`src/rtl/pcu_pkg.sv`:
```
package pcu_pkg;
  typedef enum logic [2:0] {
    ACT_NONE,
    ACT_JUMP,
    ACT_BNZ,
    ACT_CALL,
    ACT_RET,
    ACT_COND
  } pcu_act_e;
endpackage

```
`src/rtl/pcu_decode.sv`:
```
module pcu_decode
  import pcu_pkg::*;
#(
  parameter int NUM_BUS   = 2,
  parameter int ADDR_W    = 8,
  parameter int PC_W      = 16,
  parameter int BASE_ADDR = 'h40
) (
  input  logic                      en,
  input  logic [NUM_BUS-1:0]        valid,
  input  logic [NUM_BUS*ADDR_W-1:0] addr,
  input  logic [NUM_BUS*PC_W-1:0]   data,
  output pcu_act_e                  act,
  output logic [PC_W-1:0]           arg
);
  localparam logic [ADDR_W-1:0] BASE = ADDR_W'(BASE_ADDR);
  localparam int NUM_SLOTS = 5;

  logic [ADDR_W-1:0] off [NUM_BUS];
  logic [NUM_BUS-1:0] hit;

  for (genvar b = 0; b < NUM_BUS; b++) begin : g_bus
    assign off[b] = addr[b*ADDR_W +: ADDR_W] - BASE;
    assign hit[b] = valid[b] && (addr[b*ADDR_W +: ADDR_W] >= BASE)
                    && (off[b] < ADDR_W'(NUM_SLOTS));
  end

  // Scan from the top so the lowest-numbered hitting bus is written last.
  always_comb begin
    act = ACT_NONE;
    arg = '0;
    for (int b = NUM_BUS - 1; b >= 0; b--) begin
      if (en && hit[b]) begin
        arg = data[b*PC_W +: PC_W];
        case (off[b])
          ADDR_W'(0): act = ACT_JUMP;
          ADDR_W'(1): act = ACT_BNZ;
          ADDR_W'(2): act = ACT_CALL;
          ADDR_W'(3): act = ACT_RET;
          default:    act = ACT_COND;
        endcase
      end
    end
  end
endmodule

```
`src/rtl/pcu_rstack.sv`:
```
module pcu_rstack #(
  parameter int W       = 16,
  parameter int DEPTH   = 8,
  parameter int DEPTH_W = $clog2(DEPTH + 1)
) (
  input  logic               clk,
  input  logic               rst_n,
  input  logic               push,
  input  logic               pop,
  input  logic [W-1:0]       wdata,
  output logic [W-1:0]       rdata,
  output logic [DEPTH_W-1:0] depth,
  output logic               full,
  output logic               empty
);
  localparam int IW = (DEPTH > 1) ? $clog2(DEPTH) : 1;

  logic [W-1:0]       mem [DEPTH];
  logic [DEPTH_W-1:0] top_idx;

  assign full    = (depth == DEPTH_W'(DEPTH));
  assign empty   = (depth == '0);
  assign top_idx = depth - 1'b1;
  assign rdata   = mem[top_idx[IW-1:0]];

  always_ff @(posedge clk or negedge rst_n) begin
    if (!rst_n) begin
      depth <= '0;
    end else if (push && !full) begin
      depth <= depth + 1'b1;
    end else if (pop && !empty) begin
      depth <= depth - 1'b1;
    end
  end

  always_ff @(posedge clk) begin
    if (push && !full) mem[depth[IW-1:0]] <= wdata;
  end
endmodule

```
`src/rtl/pc_ctrl_unit.sv`:
```
module pc_ctrl_unit
  import pcu_pkg::*;
#(
  parameter int NUM_BUS   = 2,
  parameter int ADDR_W    = 8,
  parameter int PC_W      = 16,
  parameter int BASE_ADDR = 'h40,
  parameter int RS_DEPTH  = 8,
  parameter int RESET_PC  = 0,
  parameter int DEPTH_W   = $clog2(RS_DEPTH + 1)
) (
  input  logic                      clk,
  input  logic                      rst_n,
  input  logic                      stall,
  input  logic [NUM_BUS-1:0]        mv_valid,
  input  logic [NUM_BUS*ADDR_W-1:0] mv_addr,
  input  logic [NUM_BUS*PC_W-1:0]   mv_data,
  output logic                      mv_ready,
  output logic [PC_W-1:0]           fetch_pc,
  output logic [DEPTH_W-1:0]        stack_depth,
  output logic                      ovf,
  output logic                      unf
);
  pcu_act_e        act;
  logic [PC_W-1:0] arg;
  logic [PC_W-1:0] pc_q, pc_inc, pc_d, cond_q, ret_addr;
  logic            adv, cond_nz, push, pop, full, empty, ovf_d, unf_d;

  assign adv      = ~stall;
  assign mv_ready = adv;
  assign fetch_pc = pc_q;
  assign pc_inc   = pc_q + 1'b1;
  assign cond_nz  = |cond_q;

  pcu_decode #(
    .NUM_BUS(NUM_BUS), .ADDR_W(ADDR_W), .PC_W(PC_W), .BASE_ADDR(BASE_ADDR)
  ) u_dec (
    .en(adv), .valid(mv_valid), .addr(mv_addr), .data(mv_data),
    .act(act), .arg(arg)
  );

  pcu_rstack #(.W(PC_W), .DEPTH(RS_DEPTH), .DEPTH_W(DEPTH_W)) u_rs (
    .clk(clk), .rst_n(rst_n), .push(push), .pop(pop), .wdata(pc_inc),
    .rdata(ret_addr), .depth(stack_depth), .full(full), .empty(empty)
  );

  always_comb begin
    pc_d  = pc_inc;
    push  = 1'b0;
    pop   = 1'b0;
    ovf_d = 1'b0;
    unf_d = 1'b0;
    case (act)
      ACT_JUMP: pc_d = arg;
      ACT_BNZ:  if (cond_nz) pc_d = pc_q + arg;
      ACT_CALL: begin
        if (full) ovf_d = 1'b1;
        else begin
          push = 1'b1;
          pc_d = arg;
        end
      end
      ACT_RET: begin
        if (cond_nz) begin
          if (empty) unf_d = 1'b1;
          else begin
            pop  = 1'b1;
            pc_d = ret_addr;
          end
        end
      end
      default: ;
    endcase
  end

  always_ff @(posedge clk or negedge rst_n) begin
    if (!rst_n) begin
      pc_q   <= PC_W'(RESET_PC);
      cond_q <= '0;
      ovf    <= 1'b0;
      unf    <= 1'b0;
    end else if (adv) begin
      pc_q <= pc_d;
      ovf  <= ovf_d;
      unf  <= unf_d;
      if (act == ACT_COND) cond_q <= arg;
    end
  end
endmodule

```
`config.mk`:
```
export PLATFORM = sky130hd
export DESIGN_NAME = pc_ctrl_unit
export DESIGN_NICKNAME = d
export VERILOG_FILES = /design/src/rtl/pcu_pkg.sv /design/src/rtl/pcu_decode.sv /design/src/rtl/pcu_rstack.sv /design/src/rtl/pc_ctrl_unit.sv
export SDC_FILE = /design/constraint.sdc
export NUM_CORES = 1
export LEC_CHECK = 0
export BUFFER_PORTS_ARGS = -buffer_cell sky130_fd_sc_hd__buf_4
export CAP_MARGIN = 20
export CORE_UTILIZATION = 60
export DETAILED_ROUTE_END_ITERATION = 12
export PLACE_DENSITY_LB_ADDON = 0.25
export SYNTH_ARGS = -nofsm -noshare
export SYNTH_HDL_FRONTEND = slang
export SYNTH_HIERARCHICAL = 1
export SYNTH_SLANG_ARGS = --single-unit
export TNS_END_PERCENT = 30
```
`constraint.sdc`:
```
create_clock -name clk -period 4.2 [get_ports clk]
set_clock_uncertainty 0.15 [all_clocks]
set_input_delay 0.42 -clock clk [delete_from_list [all_inputs] [get_ports clk]]
set_output_delay 0.42 -clock clk [all_outputs]
set_load 0.02 [all_outputs]
```
## Yosys cells after proc, flatten, opt, wreduce, memory -nomap -nowiden

Memory sizes are Yosys's and may differ from the RTL's.
Cells that the tools add are included.

- Flip-flop bits (word level): 38
- RAM bits: 128
- Output and inout port bits: 23
- Memories kept: 1

- Add/sub/neg operators: 6
- $lt $le $gt $ge: 4
- Equal/unequal tests: 12
- Mux-type cells: 25
- Bitwise operators: 1
- Reductions and logical operators: 16

Memory list:

| memory | depth | width | rd ports | clocked after Yosys merged registers in | write ports | RTL line | text |
|---|---|---|---|---|---|---|---|
| u_rs.mem | 8 | 16 | 1 | 0 | 1 | pcu_rstack.sv:18 | `logic [W-1:0] mem [DEPTH];` |

Operators by type and width:

| kind | count |
|---|---|
| $mux W16 | 6 |
| $pmux W16 S4 | 1 |
| $eq A8 B2 Y1 const B | 4 |
| $pmux W3 S4 | 2 |
| $add A16 B1 Y16 const B | 1 |
| $add A16 B16 Y16 | 1 |
| $eq A8 B1 Y1 const B | 2 |
| $ge A8 B7 Y1 const B | 2 |
| $logic_not A8 Y1 | 2 |
| $lt A8 B3 Y1 const B | 2 |
| $reduce_or A16 Y1 | 1 |
| $sub A8 B7 Y8 const B | 2 |
| $mux W1 | 12 |
| $logic_and A1 B1 Y1 | 8 |
| $mux W4 | 2 |
| $eq A3 B2 Y1 const B | 2 |
| $eq A3 B3 Y1 const B | 2 |
| $mux W3 | 2 |
| $add A4 B1 Y4 const B | 1 |
| $eq A4 B4 Y1 const B | 1 |
| $logic_not A4 Y1 | 1 |
| $sub A4 B1 Y4 const B | 1 |
| $eq A3 B1 Y1 const B | 1 |
| $logic_not A1 Y1 | 2 |
| 3 further kinds | 3 |

## Depth between registers and ports, before layout

Gate-level depths: netlist of run 1.

- Depth in word-level cells: 11
- Gate-level depth with buffers: 15
- Mapped depth without buffers: 15

## Modules after synthesis

The synthesis of run 1 kept the hierarchy.

By module, submodules not included:

| module | times used | cells each | area an instance (µm²) | sequential area each (µm²) |
|---|---|---|---|---|
| pcu_rstack | 1 | 239 | 5297.6 | 3943.8 |
| pc_ctrl_unit | 1 | 310 | 2815.2 | 850.8 |
| pcu_decode | 1 | 40 | 356.6 | 0.0 |

## Worst setup path after synthesis of run 1

No wires, ideal clock.

- Path type: input port to flip-flop
- Start point: input mv_addr[5]
- End point: memory u_rs.mem[2][0], enable pin
- Library setup time: 0.388 ns
- Arrival time: 3.509 ns
- Required time: 3.662 ns
- Setup slack: 0.153 ns
- Stages: 10
- Buffers on the path: 2
- Path through: or4b_4 -> nor4b_4 -> nor3_2 -> a22o_2 -> buf_2 -> nand2b_1 -> nor3b_1 -> clkbuf_1 -> nand3_1 -> nor2_1

- Longest elaborated chain between the ends: 10
- Elaborated cells on any way between the ends: 17
- Classes of those cells: add/sub (1); order compare (2); eq/ne (4); mux (5); reduce/logical (5)

RTL lines:

| element | RTL line | text |
|---|---|---|
| start: declaration | pc_ctrl_unit.sv:16 | `input logic [NUM_BUS*ADDR_W-1:0] mv_addr,` |
| $sub A8 B7 Y8 / $ge A8 B7 Y1 (equally long branches) | pcu_decode.sv:23, pcu_decode.sv:24 |  |
| $lt A8 B3 Y1 / $logic_and A1 B1 Y1 (equally long branches) | pcu_decode.sv:25, pcu_decode.sv:24 |  |
| $logic_and A1 B1 Y1 | pcu_decode.sv:25 | `&& (off[b] < ADDR_W'(NUM_SLOTS));` |
| $logic_and A1 B1 Y1 | pcu_decode.sv:33 | `if (en && hit[b]) begin` |
| $mux W3 * | pcu_decode.sv:33 |  |
| net act[2] | pc_ctrl_unit.sv:24 | `pcu_act_e act;` |
| $eq A3 B2 Y1 * | pc_ctrl_unit.sv:53 | `case (act)` |
| $mux W1 * | pc_ctrl_unit.sv:53 |  |
| net push | pc_ctrl_unit.sv:27 | `logic adv, cond_nz, push, pop, full, empty, ovf_d, unf_d;` |
| $logic_and A1 B1 Y1 * | pcu_rstack.sv:37 | `if (push && !full) mem[depth[IW-1:0]] <= wdata;` |
| $mux W1 * | pcu_rstack.sv:37 |  |
| $mux W1 (not written as such) * | pcu_rstack.sv:37 |  |
| end: declaration | pcu_rstack.sv:18 |  |

The timed path passes the listed nets; every way through them passes the cells marked *.

## Worst setup path after layout of run 1

- Start point: input mv_addr[5]
- End point: register pc_q[12] (netlist: fetch_pc[12])

- Longest elaborated chain between the ends: 8
- Elaborated cells on any way between the ends: 21
- Classes of those cells: add/sub (2); order compare (2); eq/ne (7); mux (6); reduce/logical (4)

RTL lines:

| element | RTL line | text |
|---|---|---|
| $sub A8 B7 Y8 / $ge A8 B7 Y1 (equally long branches) | pcu_decode.sv:23, pcu_decode.sv:24 |  |
| $lt A8 B3 Y1 / $logic_and A1 B1 Y1 (equally long branches) | pcu_decode.sv:25, pcu_decode.sv:24 |  |
| $logic_and A1 B1 Y1 * | pcu_decode.sv:25 |  |
| $logic_and A1 B1 Y1 * | pcu_decode.sv:33 |  |
| $mux W16 * | pcu_decode.sv:33 |  |
| net arg[0] | pc_ctrl_unit.sv:25 | `logic [PC_W-1:0] arg;` |
| $add A16 B16 Y16 * | pc_ctrl_unit.sv:55 | `ACT_BNZ: if (cond_nz) pc_d = pc_q + arg;` |
| $mux W16 * | pc_ctrl_unit.sv:55 |  |
| $pmux W16 S4 * | pc_ctrl_unit.sv:53 |  |
| end signal: assignment | pc_ctrl_unit.sv:78 | `pc_q <= PC_W'(RESET_PC);` |
| end signal: assignment | pc_ctrl_unit.sv:83 | `pc_q <= pc_d;` |
| end: declaration | pc_ctrl_unit.sv:26 | `logic [PC_W-1:0] pc_q, pc_inc, pc_d, cond_q, ret_addr;` |

Marks and branches as above.
A chain may end at the register's enable or synchronous reset.

==> metrics, run 1 <==
pin count of the biggest net entering global routing 41; clock transition at the registers of the reported paths 0.07 ns; clock buffer count from CTS 17; vias per std cell 6.349; clk buf depth 2; ratio of cells with drive above 1 in the final layout 0.3170; GRT overflow 0; core area 0.01383 mm²; clock share of power 0.321; mapped cell area 0.008469 mm²; Vias 5549; final worst-path cycle share 0.8718; worst hold-check path type input port to flop; Initial Utilization 0.6125; # nets final 753; most common cell after layout, fill and taps aside edfxtp_1; share of flip-flops with an asynchronous set or reset 0.2289; initial antenna violation count 0; CTS H-tree depth 4; Worst Reg-to-Reg Cells 9; CP Max Fanout 19; Ant. Diodes 0; worst-margin pin slew 0.8843 ns; final max-slew violation count 0; crit path to fetch_pc[12]; first-pass GRT wire length 30.39 mm; WL final 19.55 mm; Tmin final 3.662 ns; internal power 0.003237 W; Relative slew margins 0.4062; Yosys reg bits 166; HPWL after DPL 13.19 mm; TritonCTS clock tree built; WS Path Type input port to flop; Max Freq 273.1 MHz; GRT Total Usage 0.2865; Routability Congestion 0.9100; CP Capture Type flop; CTS sink cnt 166; floorplan row count 43; # resized after CTS 0; Post-Syn Nets 661; RR Endpoint fetch_pc[13]; Reg2Reg Launch Point u_rs/depth[1]; number of synthesized flops with an enable pin 128; number of DRC markers in iteration 0 509; WP data required 4.37 ns; # setup viols final 0; Design Area, Final 0.009852 mm²; Leak Pwr 3.687 nW; combinational power share 0.211; clock root buffer clkbuf_16; area grow syn2layout 16.32%; Final Hold Viols 0; area post-placement 0.009273 mm²; CP Launch Type input port; full die area 0.01460 mm²; FF-to-FF setup slack 0.98 ns; synthesized instance count 589; Net Sw Frac 0.3042; outcome complete, no violations; sequential area share after synthesis 0.5661; Routed wire per std cell 22.37 µm; width of the die 120.8 µm; synthesized area per cell 14.38 µm²; DR DRC count 0; synth warn 6; setup TNS 0 ns; most frequent cells in the layout edfxtp_1, buf_4, dfrtp_1; die height 120.8 µm; worst vdd ir 0.0004502 V; worst-skew pair later-pin latency 0.42 ns; DRT antenna net count 0; RSZ-0062 raised after global routing no; Cell variety after synth 78; Port Buffer Count 75; worst setup path start mv_addr[5]; Pre-antenna DRT Iters 5; vias in the first global route 5451; Flop pwr share 0.468; Fill cells 905; Synth Flop Type edfxtp_1; Ports 76; pwr dens 472.2 mW/mm²; Critical Path AT 3.83 ns; WHS Path Cells 3; max_cap viols 0; Psw 0.001415 W
[worst max-delay path: stages]
cell and delay [ns]:
buf_4 0.11, or4b_4 0.55, nor4b_4 0.37, buf_12 0.20
a22o_2 0.19, ha_1 0.18, inv_1 0.06, fa_1 0.40
nand2b_1 0.19, a21oi_1 0.24, o21ai_0 0.20, a21oi_1 0.20
xor2_1 0.16, nand2_1 0.09, a221oi_1 0.28
[worst min path at each step]
stage	from	end	slack (ns)
2_1_floorplan	rst_n	cond_q[0]	-0.03
3_3_place_gp	rst_n	u_rs/depth[2]	0.27
3_5_place_dp	rst_n	u_rs/depth[2]	0.28
4_1_cts	mv_data[19]	cond_q[3]	0.24
5_1_grt	mv_data[19]	cond_q[3]	0.26
6_report	mv_data[19]	cond_q[3]	0.25
[Yosys cell counts, drive strengths merged (2+ instances only)]
cell | n | area, µm²
ha | 18 | 225.2
nand2 | 32 | 120.1
mux2 | 34 | 409.1
clkbuf | 11 | 41.29
nand2b | 10 | 65.06
buf | 18 | 152.6
edfxtp | 128 | 3844
o21ai | 23 | 118.9
a32oi | 2 | 17.52
a211oi | 2 | 15.01
a221o | 7 | 70.07
o31ai | 3 | 22.52
nand4 | 6 | 37.54
a22oi | 2 | 15.01
nor4 | 5 | 71.32
and4 | 5 | 46.29
a21oi | 38 | 197.7
nand3 | 12 | 60.06
a2bb2oi | 3 | 26.28
a21o | 6 | 46.30
a221oi | 13 | 113.9
o211ai | 4 | 30.03
nor2 | 21 | 78.83
a22o | 18 | 167.7
or3 | 2 | 13.77
nor3 | 12 | 75.07
xor2 | 12 | 112.6
and3 | 6 | 38.79
nor2b | 3 | 18.77
o21bai | 2 | 15.01
a211o | 2 | 17.52
inv | 14 | 52.55
dfrtp | 38 | 950.9
xnor2 | 20 | 175.2
o22ai | 2 | 12.51
nor3b | 2 | 20.02
mux4 | 32 | 762.0
[sequential cells by signal (all words and copies together), names as in the netlist]
name,flops
cond_q,16
fetch_pc,16
unf,1
u_rs/mem,128
u_rs/depth,4
ovf,1
[per-stage QoR]
step / total power (W) / hold WS [ns] / instances / utilization / worst slack [ns]
3_3_place_gp: 0.003142 / 0.2724 / 841 / 0.6706 / 0.2359
5_1_grt: 0.004826 / 0.2559 / 874 / 0.7125 / 0.2715
3_5_place_dp: 0.003180 / 0.2751 / 841 / 0.6706 / 0.1631
6_report: 0.004652 / 0.2472 / 874 / 0.7125 / 0.5384
2_1_floorplan: 0.002798 / -0.02559 / 589 / - / 0.1525
4_1_cts: 0.004662 / 0.2362 / 874 / 0.7125 / 0.5903
[power by group through the flow]
stage | registers [W] | logic [W] | clock network, W
floorplan | 0.00223 | 0.000564 | 0
global placement | 0.00220 | 0.000940 | 0
detailed placement | 0.00221 | 0.000973 | 0
CTS | 0.00217 | 0.000984 | 0.00151
global route | 0.00218 | 0.00108 | 0.00157
finish | 0.00218 | 0.000983 | 0.00149
[what timing repair did]
item                                   in CTS  in global routing
hold buffers                                1                  0
setup endpoints to repair                   0                  0
buffers inserted                            0                  0
endpoints found under the hold margin      38                  0
[layout make-up]
| class | instances | area (µm²) | share of cell area |
|---|---|---|---|
| Inverter | 15 | 56.30 | 0.005715 |
| Clock buffer | 17 | 425.4 | 0.04318 |
| Tap cell | 180 | 225.2 | 0.02286 |
| Sequential cell | 166 | 4796 | 0.4868 |
| Multi-Input combinational cell | 379 | 3425 | 0.3476 |
| Clock inverter | 15 | 143.9 | 0.01461 |
| Timing Repair Buffer | 102 | 780.7 | 0.07925 |
[cell families (layout without fill, tap and decap cells)]
kind of cell / Yosys count / after routing / share of synthesized area
AOI/OAI and AO/OA: 136 / 136 / 0.1146
adders and majority gates: 19 / 19 / 0.02896
muxes: 67 / 67 / 0.1395
and+or+nand+nor: 125 / 125 / 0.08731
DFF: 166 / 166 / 0.5661
buffers and inverters: 44 / 149 / 0.02955
xor gates and xnor gates: 32 / 32 / 0.03398
[metal layers]
| metal | up-vias | track usage | wire length, µm |
|---|---|---|---|
| li1 | 2534 | - | - |
| met4 | 0 | 0.08873 | 365 |
| met5 | - | 0 | 0 |
| met2 | 195 | 0.4749 | 10010 |
| met3 | 34 | 0.04670 | 1143 |
| met1 | 2786 | 0.3915 | 8031 |
No activity file was read; power rests on OpenSTA's default activity.
==> inputs of run 2 (changes only) <==
- CELL_PAD_IN_SITES_DETAIL_PLACEMENT: not set -> 0
- CELL_PAD_IN_SITES_GLOBAL_PLACEMENT: not set -> 1
- CORE_UTILIZATION: 60 -> 50
==> metrics, run 2 (synthesis results as in run 1) <==
Relative slew margins 0.4478 (was 0.4062); Port Buffer Count 75 (unchanged); Routed wire per std cell 22.10 µm (was 22.37 µm); clk buf depth 2 (unchanged); max FFs per register 128 (unchanged); worst hold-check path type input port to flop (unchanged); worst setup path start mv_addr[5] (unchanged); initial antenna violation count 0 (unchanged); Layout Cells excl Fill 914 (was 874); # resized after CTS 0 (unchanged); vias per std cell 6.125 (was 6.349); GRT overflow 0 (unchanged); Tmin final 3.607 ns (was 3.662 ns); area post-placement 0.009303 mm² (was 0.009273 mm²); worst-path cell chain buf_4 -> or4b_4 -> nor4b_4 -> nor3_2 -> buf_6 -> a22o_2 -> ha_1 -> a21o_1 -> a21oi_1 -> a211oi_1 -> nor2_1 -> o21ai_0 -> and4_1 -> a211o_1 (was buf_4 -> or4b_4 -> nor4b_4 -> buf_12 -> a22o_2 -> ha_1 -> inv_1 -> fa_1 -> nand2b_1 -> a21oi_1 -> o21ai_0 -> a21oi_1 -> xor2_1 -> nand2_1 -> a221oi_1); RSZ-0062 raised after global routing no (unchanged); CTS Hold Bufs 1 (unchanged); TritonCTS clock tree built (unchanged); CTS sink cnt 166 (unchanged); DP Cell Count 880 (was 841); DRT antenna net count 0 (unchanged); outcome complete, no violations (unchanged); min-delay src mv_data[16] (was mv_data[19]); Reg2Reg Launch Point u_rs/depth[1] (unchanged); pwr dens 475.3 mW/mm² (was 472.2 mW/mm²); Pre-antenna DRT Iters 5 (unchanged); WP data required 4.36 ns (was 4.37 ns); first-pass GRT wire length 31.71 mm (was 30.39 mm); Final Hold Viols 0 (unchanged); vias in the first global route 5497 (was 5451); Worst Reg-to-Reg Cells 9 (unchanged); Vias 5598 (was 5549); pin count of the biggest net entering global routing 41 (unchanged); final worst-path cycle share 0.8588 (was 0.8718); WS Path Type input port to flop (unchanged); worst vdd ir 0.0006104 V (was 0.0004502 V); clock buffer count from CTS 17 (unchanged); worst-skew pair later-pin latency 0.44 ns (was 0.42 ns); CP max stage cell or4b_4 (unchanged); clock transition at the registers of the reported paths 0.07 ns (about the same); Critical Path AT 3.77 ns (was 3.83 ns); Max Freq 277.2 MHz (was 273.1 MHz); ratio of cells with drive above 1 in the final layout 0.3199 (was 0.3170); full die area 0.01746 mm² (was 0.01460 mm²); CP Launch Type input port (unchanged); final max-slew violation count 0 (unchanged); width of the die 132.2 µm (was 120.8 µm); most common cell after layout, fill and taps aside edfxtp_1 (unchanged); WHS Path Cells 3 (unchanged); DR DRC count 0 (unchanged); Ant. Diodes 0 (unchanged); # setup viols final 0 (unchanged); die height 132.2 µm (was 120.8 µm); Ports 76 (unchanged); WL final 20.20 mm (was 19.55 mm); area grow syn2layout 17.17% (was 16.32%); core area 0.01658 mm² (was 0.01383 mm²); CP Capture Type flop (unchanged); Initial Utilization 0.5107 (was 0.6125); clock root buffer clkbuf_16 (unchanged); most frequent cells in the layout edfxtp_1, buf_4, dfrtp_1 (unchanged); FF-to-FF setup slack 0.93 ns (was 0.98 ns); worst-margin pin slew 0.8223 ns (was 0.8843 ns); max_cap viols 0 (unchanged); CTS H-tree depth 4 (unchanged); Design Area, Final 0.009923 mm² (was 0.009852 mm²); Critical Path Max Stage Delay 0.55 ns (about the same); # nets final 753 (unchanged); HPWL after DPL 13.60 mm (was 13.19 mm); Routability Congestion 0.8990 (was 0.9100); setup bufs post-CTS 0 (unchanged); GRT Total Usage 0.2438 (was 0.2865); floorplan row count 47 (was 43); number of DRC markers in iteration 0 507 (was 509); CP Max Fanout 16 (was 19); Leak Pwr 3.698 nW (was 3.687 nW)
run 2: cell types whose count changed in the layout (fill, tap and decap cells not counted), sizes merged:
cell / delta
inv: +2
bufinv: -1
clkinvlp: -1
run 2: power breakdown:
| part | total (W) | switching, W | internal, W |
|---|---|---|---|
| combinational | 0.000992 | 0.000628 | 0.000364 |
| sequential | 0.00218 | 0.000130 | 0.00205 |
| clock | 0.00155 | 0.000743 | 0.000805 |
run 2: routing by layer:
metal	vias to the layer above	global-route usage	share of wire	routed length [µm]
li1	2543	-	-	-
met3	20	0.04921	0.050	1019
met4	0	0.07429	0.013	269
met5	-	0	0	0
met1	2851	0.3312	0.43	8646
met2	184	0.3971	0.51	10260
run 2: final cells by class:
type / instances / area [µm²]
Inverter: 15 / 56.30
Tap cell: 220 / 275.3
Fill cell: 1331 / 6660
Timing Repair Buffer: 102 / 772.0
Clock buffer: 17 / 425.4
Sequential cell: 166 / 4796
Clock inverter: 15 / 173.9
Multi-Input combinational cell: 379 / 3425
run 2: worst max-delay path, delay by kind of cell:
| family | cells | cell delay, ns |
|---|---|---|
| simple gates | 5 | 1.50 |
| buf+inv | 2 | 0.28 |
| fa+ha+maj | 1 | 0.37 |
| compound gates | 6 | 1.18 |
run 2: final timing paths:
kind | to
setup / recovery | fetch_pc[11]
hold / removal | cond_q[0]
setup reg to reg | fetch_pc[4]
hold reg to reg | unf
max in group asynchronous | u_rs/depth[0]
min in group asynchronous | u_rs/depth[2]
run 2: stage by stage:
step | power (W) | hold WS (ns) | setup TNS [ns] | util | setup WS, ns
final | 0.004716 | 0.2366 | 0 | 0.5984 | 0.5930
after global routing | 0.004916 | 0.2324 | 0 | 0.5984 | 0.4133
after CTS | 0.004748 | 0.2245 | 0 | 0.5977 | 0.3625
after detailed placement | 0.003196 | 0.2805 | -0.1306 | 0.5610 | -0.09274
after global placement | 0.003151 | 0.2778 | 0 | 0.5610 | 0.06862
after floorplan | 0.002798 | -0.02559 | 0 | - | 0.1525
==> inputs of run 3 (changes only) <==
- CORE_ASPECT_RATIO: not set -> 1.1
- MAX_ROUTING_LAYER: not set -> met4
==> metrics, run 3 (synthesis results as in run 1) <==
DRT antenna net count 0 (unchanged); GRT overflow 0 (unchanged); WP data required 4.36 ns (about the same); CTS sink cnt 166 (unchanged); Flop pwr share 0.460 (was 0.461); worst hold-check path type input port to flop (unchanged); DR DRC count 0 (unchanged); Critical Path Max Stage Delay 0.55 ns (about the same); width of the die 126.1 µm (was 132.2 µm); ratio of cells with drive above 1 in the final layout 0.3199 (unchanged); CP Capture Type flop (unchanged); Routed wire per std cell 22.27 µm (was 22.10 µm); clk buf depth 2 (unchanged); final core occ 0.6065 (was 0.5984); Relative slew margins 0.4259 (was 0.4478); max FFs per register 128 (unchanged); vias per std cell 6.135 (was 6.125); full die area 0.01746 mm² (about the same); clock root buffer clkbuf_16 (unchanged); number of DRC markers in iteration 0 415 (was 507); max_cap viols 0 (unchanged); Tmin final 3.642 ns (was 3.607 ns); vias in the first global route 5586 (was 5497); WS Path Type input port to flop (unchanged); Fill cells 1252 (was 1331); most frequent cells in the layout edfxtp_1, buf_4, dfrtp_1 (unchanged); Layout Cells excl Fill 898 (was 914); final worst-path cycle share 0.8672 (was 0.8588); Ant. Diodes 0 (unchanged); Crit path max-delay family simple AND/OR/NAND/NOR gates (unchanged); worst-skew pair later-pin latency 0.43 ns (was 0.44 ns); Worst path depth 15 (was 14); Pre-antenna DRT Iters 8 (was 5); DP Cell Count 864 (was 880); clock share of power 0.330 (was 0.328); # resized after CTS 0 (unchanged); WHS Path Cells 3 (unchanged); worst vdd ir 0.0003092 V (was 0.0006104 V); outcome complete, no violations (unchanged); Routability Congestion 0.8691 (was 0.8990); most common cell after layout, fill and taps aside edfxtp_1 (unchanged); CTS Hold Bufs 1 (unchanged); CTS H-tree depth 4 (unchanged); clock buffer count from CTS 17 (unchanged); die height 138.5 µm (was 132.2 µm); Max Freq 274.6 MHz (was 277.2 MHz); first-pass GRT wire length 31.31 mm (was 31.71 mm); Worst Reg-to-Reg Cells 11 (was 9); worst-path cell chain buf_4 -> or4b_4 -> nor4b_4 -> buf_4 -> a22o_2 -> ha_1 -> inv_1 -> fa_1 -> nand2b_1 -> a21oi_1 -> o21ai_0 -> a21oi_1 -> xor2_1 -> nand2_1 -> a221oi_1 (was buf_4 -> or4b_4 -> nor4b_4 -> nor3_2 -> buf_6 -> a22o_2 -> ha_1 -> a21o_1 -> a21oi_1 -> a211oi_1 -> nor2_1 -> o21ai_0 -> and4_1 -> a211o_1); Port Buffer Count 75 (unchanged); clock transition at the registers of the reported paths 0.07 ns (about the same); initial antenna violation count 0 (unchanged); combinational power share 0.210 (about the same); core area 0.01643 mm² (was 0.01658 mm²); WL final 20.00 mm (was 20.20 mm); GRT Total Usage 0.2489 (was 0.2438); pwr dens 474.6 mW/mm² (was 475.3 mW/mm²); Initial Utilization 0.5155 (was 0.5107); setup bufs post-CTS 0 (unchanged); CP Max Fanout 19 (was 16); Critical Path AT 3.80 ns (was 3.77 ns); Psw 0.001507 W (was 0.001501 W); # setup viols final 0 (unchanged); TritonCTS clock tree built (unchanged); Leak Pwr 3.714 nW (was 3.698 nW); CP max stage cell or4b_4 (unchanged); Ports 76 (unchanged); Final Hold Viols 0 (unchanged); CP Launch Type input port (unchanged); pin count of the biggest net entering global routing 41 (unchanged); area grow syn2layout 17.67% (was 17.17%); RSZ-0062 raised after global routing no (unchanged); worst-margin pin slew 0.8549 ns (was 0.8223 ns); buffers plus inverters on the worst setup path 3 (was 2); # nets final 753 (unchanged); Vias 5509 (was 5598); Net Sw Frac 0.3186 (was 0.3183); internal power 0.003223 W (was 0.003215 W); final max-slew violation count 0 (unchanged); floorplan row count 49 (was 47); HPWL after DPL 13.64 mm (was 13.60 mm)
-- run 3: cell types whose count changed in the layout (fill, tap and decap cells not counted) --
cell | previous run | this run
buf_12 | 0 | 4
buf_4 | 100 | 96
inv_12 | 0 | 2
inv_8 | 5 | 4
clkinv_4 | 2 | 1
-- run 3: final timing paths --
kind                               start       endpoint  slack (ns)
max                           mv_addr[5]   fetch_pc[12]        0.56
min                          mv_data[16]      cond_q[0]        0.24
max reg2reg                u_rs/depth[1]   fetch_pc[11]        0.94
min reg2reg                          ovf            ovf        0.35
max in group asynchronous          rst_n  u_rs/depth[0]        3.15
min in group asynchronous          rst_n     cond_q[12]        0.36
-- run 3: stage by stage --
step	hold WS (ns)	setup TNS, ns	area (µm²)	total power, W	worst slack, ns
6_report	0.2399	0	9966	0.004730	0.5577
5_1_grt	0.2312	0	9966	0.004933	0.3362
4_1_cts	0.2313	0	9955	0.004744	0.3194
3_5_place_dp	0.2848	-0.1286	9333	0.003188	-0.09826
3_3_place_gp	0.2773	0	9333	0.003150	0.04260
2_1_floorplan	-0.02559	0	8469	0.002798	0.1525
-- run 3: worst min-delay path: stages --
cell and delay (ns):
buf_4 0.08, a22o_2 0.14, mux2_2 0.15
-- run 3: cell type report --
cell class	count	area, µm²	share of cell area
Tap cell	204	255.2	0.02561
Clock buffer	17	425.4	0.04269
Clock inverter	15	186.4	0.01871
Timing Repair Buffer	102	822.0	0.08249
Inverter	15	56.30	0.005650
Multi-Input combinational cell	379	3425	0.3436
Sequential cell	166	4796	0.4812
-- run 3: per-layer routing --
layer	up-vias	share of wire	GRT usage
met5	-	0	-
met4	0	0.023	0.1034
met3	27	0.048	0.03560
met2	173	0.49	0.3856
met1	2770	0.44	0.3310
li1	2539	-	-
-- run 3: power groups by stage --
| stage | Combinational, W | Sequential, W | Clock [W] |
|---|---|---|---|
| floorplan | 0.000564 | 0.00223 | 0 |
| global placement | 0.000945 | 0.00220 | 0 |
| detailed placement | 0.000982 | 0.00221 | 0 |
| CTS | 0.000988 | 0.00217 | 0.00159 |
| global route | 0.00109 | 0.00219 | 0.00165 |
| finish | 0.000994 | 0.00218 | 0.00156 |
